<file path="config.mk">
export PLATFORM = sky130hd
export DESIGN_NAME = irq_entry_ctrl
export DESIGN_NICKNAME = d
export VERILOG_FILES = /design/src/rtl/irq_entry_pkg.sv /design/src/rtl/irq_step_timer.sv /design/src/rtl/irq_prio_arbiter.sv /design/src/rtl/irq_stack_seq.sv /design/src/rtl/irq_entry_ctrl.sv
export SDC_FILE = /design/constraint.sdc
export NUM_CORES = 1
export LEC_CHECK = 0
export ABC_AREA = 1
export BUFFER_PORTS_ARGS = -buffer_cell sky130_fd_sc_hd__buf_2
export CORE_UTILIZATION = 35
export DETAILED_ROUTE_END_ITERATION = 8
export PLACE_DENSITY = 0.56
export SETUP_SLACK_MARGIN = 0.1
export SLEW_MARGIN = 10
export SYNTH_ARGS = -nofsm -noshare
export SYNTH_HDL_FRONTEND = slang
export SYNTH_SLANG_ARGS = --single-unit
</file>
<file path="constraint.sdc">
create_clock -name clk -period 3.15 [get_ports clk]
set_input_delay 0 -clock clk [delete_from_list [all_inputs] [get_ports clk]]
set_output_delay 0 -clock clk [all_outputs]
set_load 0.01 [all_outputs]
</file>
<file path="src/rtl/irq_entry_pkg.sv">
package irq_entry_pkg;

    localparam int unsigned WORD_W = 16;
    localparam int unsigned BYTE_W = 8;

    localparam logic [WORD_W-1:0] TMR_VEC_ADDR = 16'h0042;
    localparam logic [WORD_W-1:0] TX_VEC_ADDR  = 16'h0084;

    typedef enum logic {
        SRC_TX  = 1'b0,
        SRC_TMR = 1'b1
    } irq_src_e;

    typedef enum logic [3:0] {
        ST_IDLE,
        ST_PUSH0,
        ST_PUSH1,
        ST_PUSH2,
        ST_PUSH3,
        ST_ENTER,
        ST_POP0,
        ST_POP1,
        ST_POP2,
        ST_POP3,
        ST_POPL,
        ST_RET
    } seq_state_e;

endpackage

</file>
<file path="src/rtl/irq_step_timer.sv">
module irq_step_timer #(
    parameter int unsigned PERIOD = 2048
) (
    input  logic clk,
    input  logic rst_n,
    input  logic step_i,
    input  logic clear_i,
    output logic pending_o
);
    localparam int unsigned CNT_W = $clog2(PERIOD + 1);
    localparam logic [CNT_W-1:0] LIMIT = CNT_W'(PERIOD);

    typedef struct packed {
        logic [CNT_W-1:0] cnt;
    } tmr_state_t;

    tmr_state_t st_d, st_q;

    always_comb begin
        st_d = st_q;
        if (clear_i) begin
            st_d.cnt = '0;
        end else if (step_i && (st_q.cnt < LIMIT)) begin
            st_d.cnt = st_q.cnt + 1'b1;
        end
    end

    always_ff @(posedge clk or negedge rst_n) begin
        if (!rst_n) begin
            st_q <= '0;
        end else begin
            st_q <= st_d;
        end
    end

    assign pending_o = (st_q.cnt >= LIMIT);

endmodule

</file>
<file path="src/rtl/irq_prio_arbiter.sv">
module irq_prio_arbiter
    import irq_entry_pkg::*;
#(
    parameter int unsigned REG_W    = 8,
    parameter int unsigned PRI_W    = 3,
    parameter int unsigned PRI_LSB  = 4,
    parameter int unsigned MASK_LSB = 8
) (
    input  logic              tx_req_i,
    input  logic              tmr_req_i,
    input  logic [REG_W-1:0]  pri_tx_i,
    input  logic [REG_W-1:0]  pri_tmr_i,
    input  logic [WORD_W-1:0] sr_i,
    output logic              grant_o,
    output irq_src_e          src_o
);
    logic [PRI_W-1:0] lvl_tx, lvl_tmr, lvl_win, lvl_mask;

    always_comb begin
        lvl_tx   = pri_tx_i[PRI_LSB +: PRI_W];
        lvl_tmr  = pri_tmr_i[PRI_LSB +: PRI_W];
        lvl_mask = sr_i[MASK_LSB +: PRI_W];
        // serial transmit keeps the grant on a tie
        if (tmr_req_i && (!tx_req_i || (lvl_tmr > lvl_tx))) begin
            src_o   = SRC_TMR;
            lvl_win = lvl_tmr;
        end else begin
            src_o   = SRC_TX;
            lvl_win = lvl_tx;
        end
        grant_o = (tx_req_i || tmr_req_i) && (lvl_win > lvl_mask);
    end

endmodule

</file>
<file path="src/rtl/irq_stack_seq.sv">
module irq_stack_seq
    import irq_entry_pkg::*;
#(
    parameter int unsigned DEPTH_W = 4
) (
    input  logic               clk,
    input  logic               rst_n,
    input  logic               grant_i,
    input  irq_src_e           src_i,
    input  logic               rti_i,
    input  logic [WORD_W-1:0]  sr_i,
    input  logic [WORD_W-1:0]  pc_i,
    input  logic [WORD_W-1:0]  sp_i,
    input  logic [WORD_W-1:0]  vec_tx_i,
    input  logic [WORD_W-1:0]  vec_tmr_i,
    input  logic [BYTE_W-1:0]  mem_rdata_i,
    output logic               take_tmr_o,
    output logic               mem_we_o,
    output logic               mem_re_o,
    output logic [WORD_W-1:0]  mem_addr_o,
    output logic [BYTE_W-1:0]  mem_wdata_o,
    output logic               busy_o,
    output logic               pc_load_o,
    output logic [WORD_W-1:0]  pc_o,
    output logic               sr_load_o,
    output logic [WORD_W-1:0]  sr_o,
    output logic               sp_wr_o,
    output logic [WORD_W-1:0]  sp_o,
    output logic [WORD_W-1:0]  vec_addr_o,
    output logic [DEPTH_W-1:0] depth_o
);
    localparam logic [WORD_W-1:0]  OFS1 = WORD_W'(1);
    localparam logic [WORD_W-1:0]  OFS2 = WORD_W'(2);
    localparam logic [WORD_W-1:0]  OFS3 = WORD_W'(3);
    localparam logic [WORD_W-1:0]  OFS4 = WORD_W'(4);
    localparam logic [DEPTH_W-1:0] DEPTH_MAX = '1;

    typedef struct packed {
        seq_state_e         state;
        logic [WORD_W-1:0]  base;   // stack pointer at start of sequence
        logic [WORD_W-1:0]  wa;     // saved status on entry, popped pc on return
        logic [WORD_W-1:0]  wb;     // saved pc on entry, popped status on return
        logic [WORD_W-1:0]  vec;
        logic [WORD_W-1:0]  vaddr;
        logic [DEPTH_W-1:0] depth;
    } seq_t;

    seq_t sq_d, sq_q;
    logic accept;

    always_comb begin
        sq_d       = sq_q;
        accept     = 1'b0;
        take_tmr_o = 1'b0;
        unique case (sq_q.state)
            ST_IDLE: begin
                if (rti_i) begin
                    sq_d.base  = sp_i;
                    sq_d.state = ST_POP0;
                end else if (grant_i && (sq_q.depth == '0)) begin
                    accept     = 1'b1;
                    take_tmr_o = (src_i == SRC_TMR);
                    sq_d.base  = sp_i;
                    sq_d.wa    = sr_i;
                    sq_d.wb    = pc_i;
                    sq_d.vec   = (src_i == SRC_TMR) ? vec_tmr_i : vec_tx_i;
                    sq_d.vaddr = (src_i == SRC_TMR) ? TMR_VEC_ADDR : TX_VEC_ADDR;
                    sq_d.state = ST_PUSH0;
                end
            end
            ST_PUSH0: sq_d.state = ST_PUSH1;
            ST_PUSH1: sq_d.state = ST_PUSH2;
            ST_PUSH2: sq_d.state = ST_PUSH3;
            ST_PUSH3: sq_d.state = ST_ENTER;
            ST_ENTER: begin
                if (sq_q.depth != DEPTH_MAX) begin
                    sq_d.depth = sq_q.depth + 1'b1;
                end
                sq_d.state = ST_IDLE;
            end
            ST_POP0: sq_d.state = ST_POP1;
            ST_POP1: begin
                sq_d.wa[15:8] = mem_rdata_i;
                sq_d.state    = ST_POP2;
            end
            ST_POP2: begin
                sq_d.wa[7:0] = mem_rdata_i;
                sq_d.state   = ST_POP3;
            end
            ST_POP3: begin
                sq_d.wb[15:8] = mem_rdata_i;
                sq_d.state    = ST_POPL;
            end
            ST_POPL: begin
                sq_d.wb[7:0] = mem_rdata_i;
                sq_d.state   = ST_RET;
            end
            ST_RET: begin
                if (sq_q.depth != '0) begin
                    sq_d.depth = sq_q.depth - 1'b1;
                end
                sq_d.state = ST_IDLE;
            end
            default: sq_d.state = ST_IDLE;
        endcase
    end

    always_ff @(posedge clk or negedge rst_n) begin
        if (!rst_n) begin
            sq_q       <= '0;
            sq_q.state <= ST_IDLE;
        end else begin
            sq_q <= sq_d;
        end
    end

    // Moore outputs decoded from the registered state
    always_comb begin
        mem_we_o    = 1'b0;
        mem_re_o    = 1'b0;
        mem_addr_o  = '0;
        mem_wdata_o = '0;
        busy_o      = 1'b0;
        pc_load_o   = 1'b0;
        pc_o        = '0;
        sr_load_o   = 1'b0;
        sr_o        = '0;
        sp_wr_o     = 1'b0;
        sp_o        = '0;
        vec_addr_o  = '0;
        unique case (sq_q.state)
            ST_PUSH0: begin
                mem_we_o = 1'b1; mem_addr_o = sq_q.base - OFS2; mem_wdata_o = sq_q.wa[15:8];
            end
            ST_PUSH1: begin
                mem_we_o = 1'b1; mem_addr_o = sq_q.base - OFS1; mem_wdata_o = sq_q.wa[7:0];
            end
            ST_PUSH2: begin
                mem_we_o = 1'b1; mem_addr_o = sq_q.base - OFS4; mem_wdata_o = sq_q.wb[15:8];
            end
            ST_PUSH3: begin
                mem_we_o = 1'b1; mem_addr_o = sq_q.base - OFS3; mem_wdata_o = sq_q.wb[7:0];
            end
            ST_ENTER: begin
                pc_load_o  = 1'b1; pc_o = sq_q.vec;
                sp_wr_o    = 1'b1; sp_o = sq_q.base - OFS4;
                vec_addr_o = sq_q.vaddr;
            end
            ST_POP0: begin mem_re_o = 1'b1; mem_addr_o = sq_q.base;        end
            ST_POP1: begin mem_re_o = 1'b1; mem_addr_o = sq_q.base + OFS1; end
            ST_POP2: begin mem_re_o = 1'b1; mem_addr_o = sq_q.base + OFS2; end
            ST_POP3: begin mem_re_o = 1'b1; mem_addr_o = sq_q.base + OFS3; end
            ST_RET: begin
                pc_load_o = 1'b1; pc_o = sq_q.wa;
                sr_load_o = 1'b1; sr_o = sq_q.wb;
                sp_wr_o   = 1'b1; sp_o = sq_q.base + OFS4;
            end
            default: ;
        endcase
        busy_o = (sq_q.state == ST_PUSH0) || (sq_q.state == ST_PUSH1) ||
                 (sq_q.state == ST_PUSH2) || (sq_q.state == ST_PUSH3);
    end

    assign depth_o = sq_q.depth;

    logic unused_accept;
    assign unused_accept = accept;

endmodule

</file>
<file path="src/rtl/irq_entry_ctrl.sv">
module irq_entry_ctrl
    import irq_entry_pkg::*;
#(
    parameter int unsigned PERIOD  = 2048,
    parameter int unsigned DEPTH_W = 4
) (
    input  logic               clk,
    input  logic               rst_n,
    input  logic               step_i,
    input  logic               tx_req_i,
    input  logic [7:0]         pri_tx_i,
    input  logic [7:0]         pri_tmr_i,
    input  logic [15:0]        sr_i,
    input  logic [15:0]        pc_i,
    input  logic [15:0]        sp_i,
    input  logic [15:0]        vec_tx_i,
    input  logic [15:0]        vec_tmr_i,
    input  logic               rti_i,
    output logic               mem_we_o,
    output logic               mem_re_o,
    output logic [15:0]        mem_addr_o,
    output logic [7:0]         mem_wdata_o,
    input  logic [7:0]         mem_rdata_i,
    output logic               busy_o,
    output logic               pc_load_o,
    output logic [15:0]        pc_o,
    output logic               sr_load_o,
    output logic [15:0]        sr_o,
    output logic               sp_wr_o,
    output logic [15:0]        sp_o,
    output logic [15:0]        vec_addr_o,
    output logic [DEPTH_W-1:0] depth_o
);
    logic     tmr_pending;
    logic     take_tmr;
    logic     grant;
    irq_src_e src;

    irq_step_timer #(.PERIOD(PERIOD)) u_timer (
        .clk       (clk),
        .rst_n     (rst_n),
        .step_i    (step_i),
        .clear_i   (take_tmr),
        .pending_o (tmr_pending)
    );

    irq_prio_arbiter #(
        .REG_W    (8),
        .PRI_W    (3),
        .PRI_LSB  (4),
        .MASK_LSB (8)
    ) u_arb (
        .tx_req_i  (tx_req_i),
        .tmr_req_i (tmr_pending),
        .pri_tx_i  (pri_tx_i),
        .pri_tmr_i (pri_tmr_i),
        .sr_i      (sr_i),
        .grant_o   (grant),
        .src_o     (src)
    );

    irq_stack_seq #(.DEPTH_W(DEPTH_W)) u_seq (
        .clk         (clk),
        .rst_n       (rst_n),
        .grant_i     (grant),
        .src_i       (src),
        .rti_i       (rti_i),
        .sr_i        (sr_i),
        .pc_i        (pc_i),
        .sp_i        (sp_i),
        .vec_tx_i    (vec_tx_i),
        .vec_tmr_i   (vec_tmr_i),
        .mem_rdata_i (mem_rdata_i),
        .take_tmr_o  (take_tmr),
        .mem_we_o    (mem_we_o),
        .mem_re_o    (mem_re_o),
        .mem_addr_o  (mem_addr_o),
        .mem_wdata_o (mem_wdata_o),
        .busy_o      (busy_o),
        .pc_load_o   (pc_load_o),
        .pc_o        (pc_o),
        .sr_load_o   (sr_load_o),
        .sr_o        (sr_o),
        .sp_wr_o     (sp_wr_o),
        .sp_o        (sp_o),
        .vec_addr_o  (vec_addr_o),
        .depth_o     (depth_o)
    );

endmodule

</file>
==> results of run 1 <==
[layout by cell type, fill, tap and decap left out, drive strengths merged]
cell,instances
o221ai,12
nand3b,11
nand4,12
dfrtp,86
ha,39
and2,1
nor4,1
o21ai,58
a211oi,1
buf,211
and3,1
nor2,116
fa,3
nor3,9
clkinv,4
a22oi,1
a21oi,47
o2111ai,1
o211ai,29
nand2,374
inv,189
dlygate4sd3,109
nand3,97
a31oi,1
clkbuf,10
conb,12
or2,5
o21bai,1
clkinvlp,3
xnor2,3
o22ai,15
xor2,20
[final cells by class]
class / count / area (um2) / area share
sequential: 86 / 2155 / 0.2083
inverter: 190 / 721.9 / 0.06980
clock buffer: 10 / 239.0 / 0.02310
tap: 275 / 344.1 / 0.03326
multi-input combinational: 870 / 4539 / 0.4389
clock inverter: 6 / 52.55 / 0.005080
timing repair buffer: 320 / 2292 / 0.2216
[Yosys cell counts (3+ instances only)]
cell type	instances	area, um2
o221ai_1	12	105.1
o211ai_1	29	217.7
dfrtp_1	86	2152
or2_2	5	31.28
clkbuf_1	9	33.78
o21ai_0	53	265.3
ha_1	39	488.0
inv_2	3	11.26
clkinv_1	3	11.26
nand4_1	12	75.07
o21ai_1	4	20.02
nor2_4	3	33.78
nand3_1	95	475.5
buf_2	10	50.05
nor2_2	5	31.28
nor2_1	108	405.4
a21oi_1	47	235.2
nand3b_1	11	82.58
buf_4	23	172.7
nor3_1	8	40.04
inv_1	184	690.7
fa_1	3	60.06
xnor2_1	3	26.28
o22ai_1	15	93.84
nand2_1	374	1404
xor2_1	20	175.2
[through the flow]
stage | util | setup WS [ns] | power, mW | area, um2 | cells
after floorplan | - | 0.7428 | 5.623 | 7561 | 1191
after global placement | 0.4141 | 0.3882 | 7.182 | 8706 | 1620
after detailed placement | 0.4141 | 0.3404 | 7.244 | 8706 | 1620
after CTS | 0.4820 | 0.1024 | 8.763 | 10130 | 1748
after global routing | 0.4921 | 0.02403 | 9.852 | 10340 | 1757
final | 0.4921 | 0.2478 | 8.975 | 10340 | 1757
[critical path, delay by kind of cell, from the launching register on]
family / cells / cell delay (ns)
AO/OA/AOI/OAI: 1 / 0.22
adder cells (fa/ha/maj): 1 / 0.34
buffers and inverters: 5 / 0.69
flip-flops: 1 / 0.43
AND/OR/NAND/NOR: 9 / 0.87
[per-layer routing]
layer	track usage	vias to the layer above	routed length [um]
met4	0.09794	0	857
met1	0.3182	3994	11870
met5	0	-	0
li1	-	4354	-
met2	0.3836	280	12190
met3	0.03681	58	1380
[state kept, by name (all words and copies together) (netlist names)]
register,count
u_seq.sq_q,70
u_timer.st_q,12
u_seq.depth_o,4
[how the worst max path moves through the flow]
stage | startpoint | end
global placement | u_seq.sq_q[84]$_DFFE_PN0P_ | mem_addr_o[12]
finish | u_seq.sq_q[86]$_DFFE_PN0P_ | mem_addr_o[15]
global route | u_seq.sq_q[86]$_DFFE_PN0P_ | mem_addr_o[15]
floorplan | pri_tx_i[6] | u_seq.sq_q[72]$_DFFE_PN0P_
detailed placement | pri_tx_i[6] | u_seq.sq_q[39]$_DFFE_PN0P_
CTS | u_seq.sq_q[84]$_DFFE_PN0P_ | mem_addr_o[13]
[what timing repair did]
action	in CTS	in global routing
gates resized for setup	3	29
buffers inserted	3	9
setup endpoints to repair	11	47
hold buffers	109	0
pin swaps	0	4
hold endpoints to repair	93	0
cloned	0	0
[power breakdown]
part	switching (mW)	internal, mW	leakage (nW)	total, mW
Clock	0.497	0.569	0.138	1.07
Combinational	3.49	2.39	4.29	5.88
Sequential	0.453	1.58	1.04	2.03
Total	4.44	4.53	5.47	8.98
[logic make-up after synthesis]
group / count (synthesis) / share of synthesized area
xor gates and xnor gates: 23 / 0.02679
buffers and inverters: 235 / 0.1316
DFF: 86 / 0.2862
and+or+nand+nor: 627 / 0.3513
AOI/OAI and AO/OA: 166 / 0.1308
adders and majority gates: 42 / 0.07288
other: 1 / 0.0004987
==> results.sh, run 1 <==
export IMPL_wl_per_cell_um=14.97
export IMPL_synth_seq_area_share=0.2862
export IMPL_powerDensity_mw_per_mm2=867.7
export IMPL_area_delta_synth_final_pct=37.55
export IMPL_crit_slowest_cell="dfrtp_1"
export IMPL_coreArea_mm2=0.02102
export IMPL_fin_tns_setup_ns=0
export IMPL_slowest_delay_ns=0.43
export IMPL_grt_max_degree=39
export IMPL_rows=53
export IMPL_cts_clk_slew_worst_paths_ns=0.07
export IMPL_crit_required_ns=3.15
export IMPL_synthArstFlopShare=1.000
export IMPL_fin_skew_ns=0.01770
export IMPL_ir_worst_vdd_mv=0.3376
export IMPL_synth_flop_cell="dfrtp_1"
export IMPL_arrival_ns=2.90
export IMPL_end_kind="output port"
export IMPL_cts_buffers=9
export IMPL_min_path_type="input port to flop"
export IMPL_post_route_period_util=0.9213
export IMPL_ant_nets=0
export IMPL_hold_start="sr_i[10]"
export IMPL_slew_limit_headroom=0.5430
export IMPL_drc=0
export IMPL_hold_viol_final=0
export IMPL_rsz0062_at_grt="yes"
export IMPL_syn_inst=1180
export IMPL_critPathKind="flop to output port"
export IMPL_cts_max_level=3
export IMPL_cellLeakagePower_nw=5.465
export IMPL_cap_violations=0
export IMPL_yosysUniqueCellTypes=42
export IMPL_min_to="u_seq.sq_q[62]$_DFFE_PN0P_"
export IMPL_max_slew_worst_pin_slew_ns=0.6830
export IMPL_die_area_mm2=0.02207
export IMPL_fillers=2173
export IMPL_place_gp_congestion=0.8670
export IMPL_clk_latency_ns=0.35
export IMPL_dieHeight_um=148.6
export IMPL_critPathLaunchType="flop"
export IMPL_grt_overflow=0
export IMPL_clockRootBuffer="clkbuf_16"
export IMPL_nNetsFinal=1628
export IMPL_grt_pass1_wl_um=41170
export IMPL_via_count=8686
export IMPL_worstReg2RegStart="u_timer.st_q[11]$_DFFE_PN0P_"
export IMPL_drv_slew=0
export IMPL_r2r_setup_slack_ns=0.26
export IMPL_critPathMaxFanout=10
export IMPL_period_needed_ns=2.902
export IMPL_status="finished, final reports clean"
export IMPL_cts_sinks=86
export IMPL_setup_viol=0
export IMPL_die_w_um=148.6
export IMPL_cts_buffer_depth=2
export IMPL_post_drt_via_cell_ratio=4.944
export IMPL_io_buffers=184
export IMPL_syn_area_mm2=0.007520
export IMPL_grtUsageTotal=0.2386
export IMPL_syn_avg_cell_area_um2=6.373
export IMPL_drtIter0Drc=545
export IMPL_tritoncts="done"
export IMPL_dr_pass1_iters=5
export IMPL_diodes=0
export IMPL_dp_hpwl_um=19560
export IMPL_hold_ws_ns=0.009720
export IMPL_grt_pass1_vias=8167
export IMPL_synth_edff_count=0
export IMPL_fmax_ghz=0.3446
export IMPL_r2r_cells=15
export IMPL_path_cells="inv_1, nor2_2, nand2_2, nand2_4, clkinvlp_4, buf_12, ha_1, nand2_1, inv_1, nand2_1, nand2_1, a21oi_1, nand3_1, nand3_1, nand3_1, buf_2"
export IMPL_io_pins=207
export IMPL_antenna_found_initial=0
export IMPL_ys_seq_elements=86
export IMPL_initial_core_util=0.3577
export IMPL_wl_um=26300
export IMPL_rr_endpoint="u_seq.sq_q[29]$_DFFE_PN0P_"
export IMPL_worstHoldPathCells=3
export IMPL_drive_above_1_share=0.1842
export IMPL_ys_warn_count=0
(Power assumes the default switching activity.)
==> inputs of run 2 (changes only) <==
Settings changed: PLACE_DENSITY 0.56 to default, PLACE_DENSITY_LB_ADDON from default to 0.12.
==> run 2 against run 1 <==
  * Setup slack worse by 0.0095 ns
  * Clock power hardly changed
  * Utilization is 1.7 points lower
  * Fmax is 0.33% lower
  * Design area is 3.4% lower
  * Critical endpoint is now mem_addr_o[6]
==> results.sh, run 2 (synthesis results as in run 1) <==
export IMPL_cts_clk_slew_worst_paths_ns=0.07
export IMPL_fillers=2232
export IMPL_grt_pass1_wl_um=42030
export IMPL_antenna_found_initial=0
export IMPL_dieHeight_um=148.6
export IMPL_slew_limit_headroom=0.4841
export IMPL_post_drt_via_cell_ratio=4.976
export IMPL_end_kind="output port"
export IMPL_cts_sinks=86
export IMPL_initial_core_util=0.3577
export IMPL_area_delta_synth_final_pct=32.91
export IMPL_wl_um=26650
export IMPL_fin_tns_setup_ns=0
export IMPL_p_total_mw=8.698
export IMPL_cap_violations=0
export IMPL_wl_met2_um=12290
export IMPL_wl_met3_um=1202
export IMPL_min_path_type="input port to flop"
export IMPL_max_slew_worst_pin_slew_ns=0.7709
export IMPL_ant_nets=0
export IMPL_via_count=8608
export IMPL_grt_overflow=0
export IMPL_clk_latency_ns=0.36
export IMPL_final_cell_mix="nand2_1 (367), inv_1 (183), buf_2 (183)"
export IMPL_largest_register_ff_count=70
export IMPL_crit_required_ns=3.15
export IMPL_drtIter0Drc=518
export IMPL_regArea_mm2=0.002156
export IMPL_drc=0
export IMPL_wl_per_cell_um=15.41
export IMPL_critPathKind="flop to output port"
export IMPL_rows=53
export IMPL_cts_max_level=3
export IMPL_io_buffers=184
export IMPL_highest_layer="met4"
export IMPL_critPathMaxFanout=6
export IMPL_dr_pass1_iters=5
export IMPL_cellLeakagePower_nw=5.316
export IMPL_powerDensity_mw_per_mm2=870.3
export IMPL_rsz0062_at_grt="yes"
export IMPL_cts_buffer_depth=2
export IMPL_hold_viol_final=0
export IMPL_coreArea_mm2=0.02102
export IMPL_tritoncts="done"
export IMPL_top_register="u_seq.sq_q"
export IMPL_setup_viol=0
export IMPL_post_route_period_util=0.9243
export IMPL_final_common_cell="nand2_1"
export IMPL_grt_pass1_vias=8154
export IMPL_dp_hpwl_um=20170
export IMPL_ir_worst_vdd_mv=0.3045
export IMPL_drv_slew=0
export IMPL_io_pins=207
export IMPL_multi_input_area_mm2=0.004503
export IMPL_drive_above_1_share=0.1814
export IMPL_wl_met1_um=12330
export IMPL_diodes=0
export IMPL_fin_skew_ns=0.01190
export IMPL_critPathLaunchType="flop"
export IMPL_clockRootBuffer="clkbuf_16"
export IMPL_cts_buffers=9
export IMPL_fmax_ghz=0.3434
export IMPL_arrival_ns=2.91
export IMPL_place_gp_congestion=0.8836
export IMPL_nNetsFinal=1601
export IMPL_period_needed_ns=2.912
export IMPL_grt_max_degree=39
export IMPL_die_area_mm2=0.02207
export IMPL_status="finished, final reports clean"
export IMPL_die_w_um=148.6
export IMPL_grtUsageTotal=0.2458
==> run 2: cell types whose count changed in the layout (fill, tap and decap cells not counted), sizes merged <==
cell,before,now
clkinv,4,5
dlygate4sd3,109,89
clkinvlp,3,4
inv,189,188
buf,211,204
clkbuf,10,9
==> run 2: power breakdown <==
| part | internal [mW] | switching, mW | leakage [nW] |
|---|---|---|---|
| Combinational | 2.14 | 3.46 | 4.15 |
| Sequential | 1.58 | 0.475 | 1.04 |
| Clock | 0.543 | 0.501 | 0.130 |
| Total | 4.26 | 4.44 | 5.32 |
==> run 2: final cells by class <==
cell class	count	area share
multi-input cells	870	0.4506
clock buffers	9	0.02253
flip-flops and latches	86	0.2157
repair buffers	293	0.1994
clock inverters	7	0.005633
inverters	190	0.07173
well taps	275	0.03443
==> run 2: metal layers <==
layer | up-vias | GRT usage
met5 | - | 0
met4 | 0 | 0.1000
met3 | 52 | 0.02853
li1 | 4290 | -
met2 | 234 | 0.3914
met1 | 4032 | 0.3374
==> run 2: path summary, 6_finish.rpt <==
kind	slack (ns)	startpoint	cells past startpoint	to
worst max-delay path	0.24	u_seq.sq_q[84]$_DFFE_PN0P_	15	mem_addr_o[6]
worst min-delay path	0.02	sr_i[10]	3	u_seq.sq_q[62]$_DFFE_PN0P_
worst max register to register	0.34	u_timer.st_q[11]$_DFFE_PN0P_	15	u_seq.sq_q[28]$_DFFE_PN0P_
min in group asynchronous	0.11	rst_n	2	u_seq.sq_q[31]$_DFFE_PN0P_
max in group asynchronous	2.22	rst_n	3	u_seq.sq_q[39]$_DFFE_PN0P_
worst min register to register	0.52	u_seq.sq_q[6]$_DFFE_PN0P_	2	u_seq.sq_q[6]$_DFFE_PN0P_
==> run 2: repair_timing <==
item,4_1_cts,5_1_grt
resized for setup,4,23
cloned,0,0
endpoints found under the setup margin,12,27
hold endpoints to repair,94,0
hold buffers,89,0
buffers inserted,2,5
pin swaps,0,3
==> run 2: worst max-delay path: stages, from the launching register on <==
cell        delay, ns
dfrtp_2          0.42
inv_1            0.10
nor2_2           0.14
nand2_2          0.12
nand2_4          0.12
clkinvlp_4       0.17
buf_4            0.17
ha_1             0.32
nor2_2           0.15
inv_1            0.05
nand3_1          0.09
nand2_2          0.09
or2_2            0.28
nand3_1          0.08
nand3b_1         0.10
buf_2            0.15
==> run 2: stage by stage <==
| step | std cells | instance area (um2) | hold slack (ns) | setup WS [ns] | util |
|---|---|---|---|---|---|
| 2_1_floorplan | 1191 | 7561 | -0.2956 | 0.7428 | - |
| 3_3_place_gp | 1618 | 8653 | -0.04709 | 0.2859 | 0.4116 |
| 3_5_place_dp | 1618 | 8653 | -0.04391 | 0.2488 | 0.4116 |
| 4_1_cts | 1725 | 9867 | 0.005503 | 0.1079 | 0.4694 |
| 5_1_grt | 1730 | 9995 | 0.03735 | 0.02913 | 0.4754 |
| 6_report | 1730 | 9995 | 0.01562 | 0.2383 | 0.4754 |
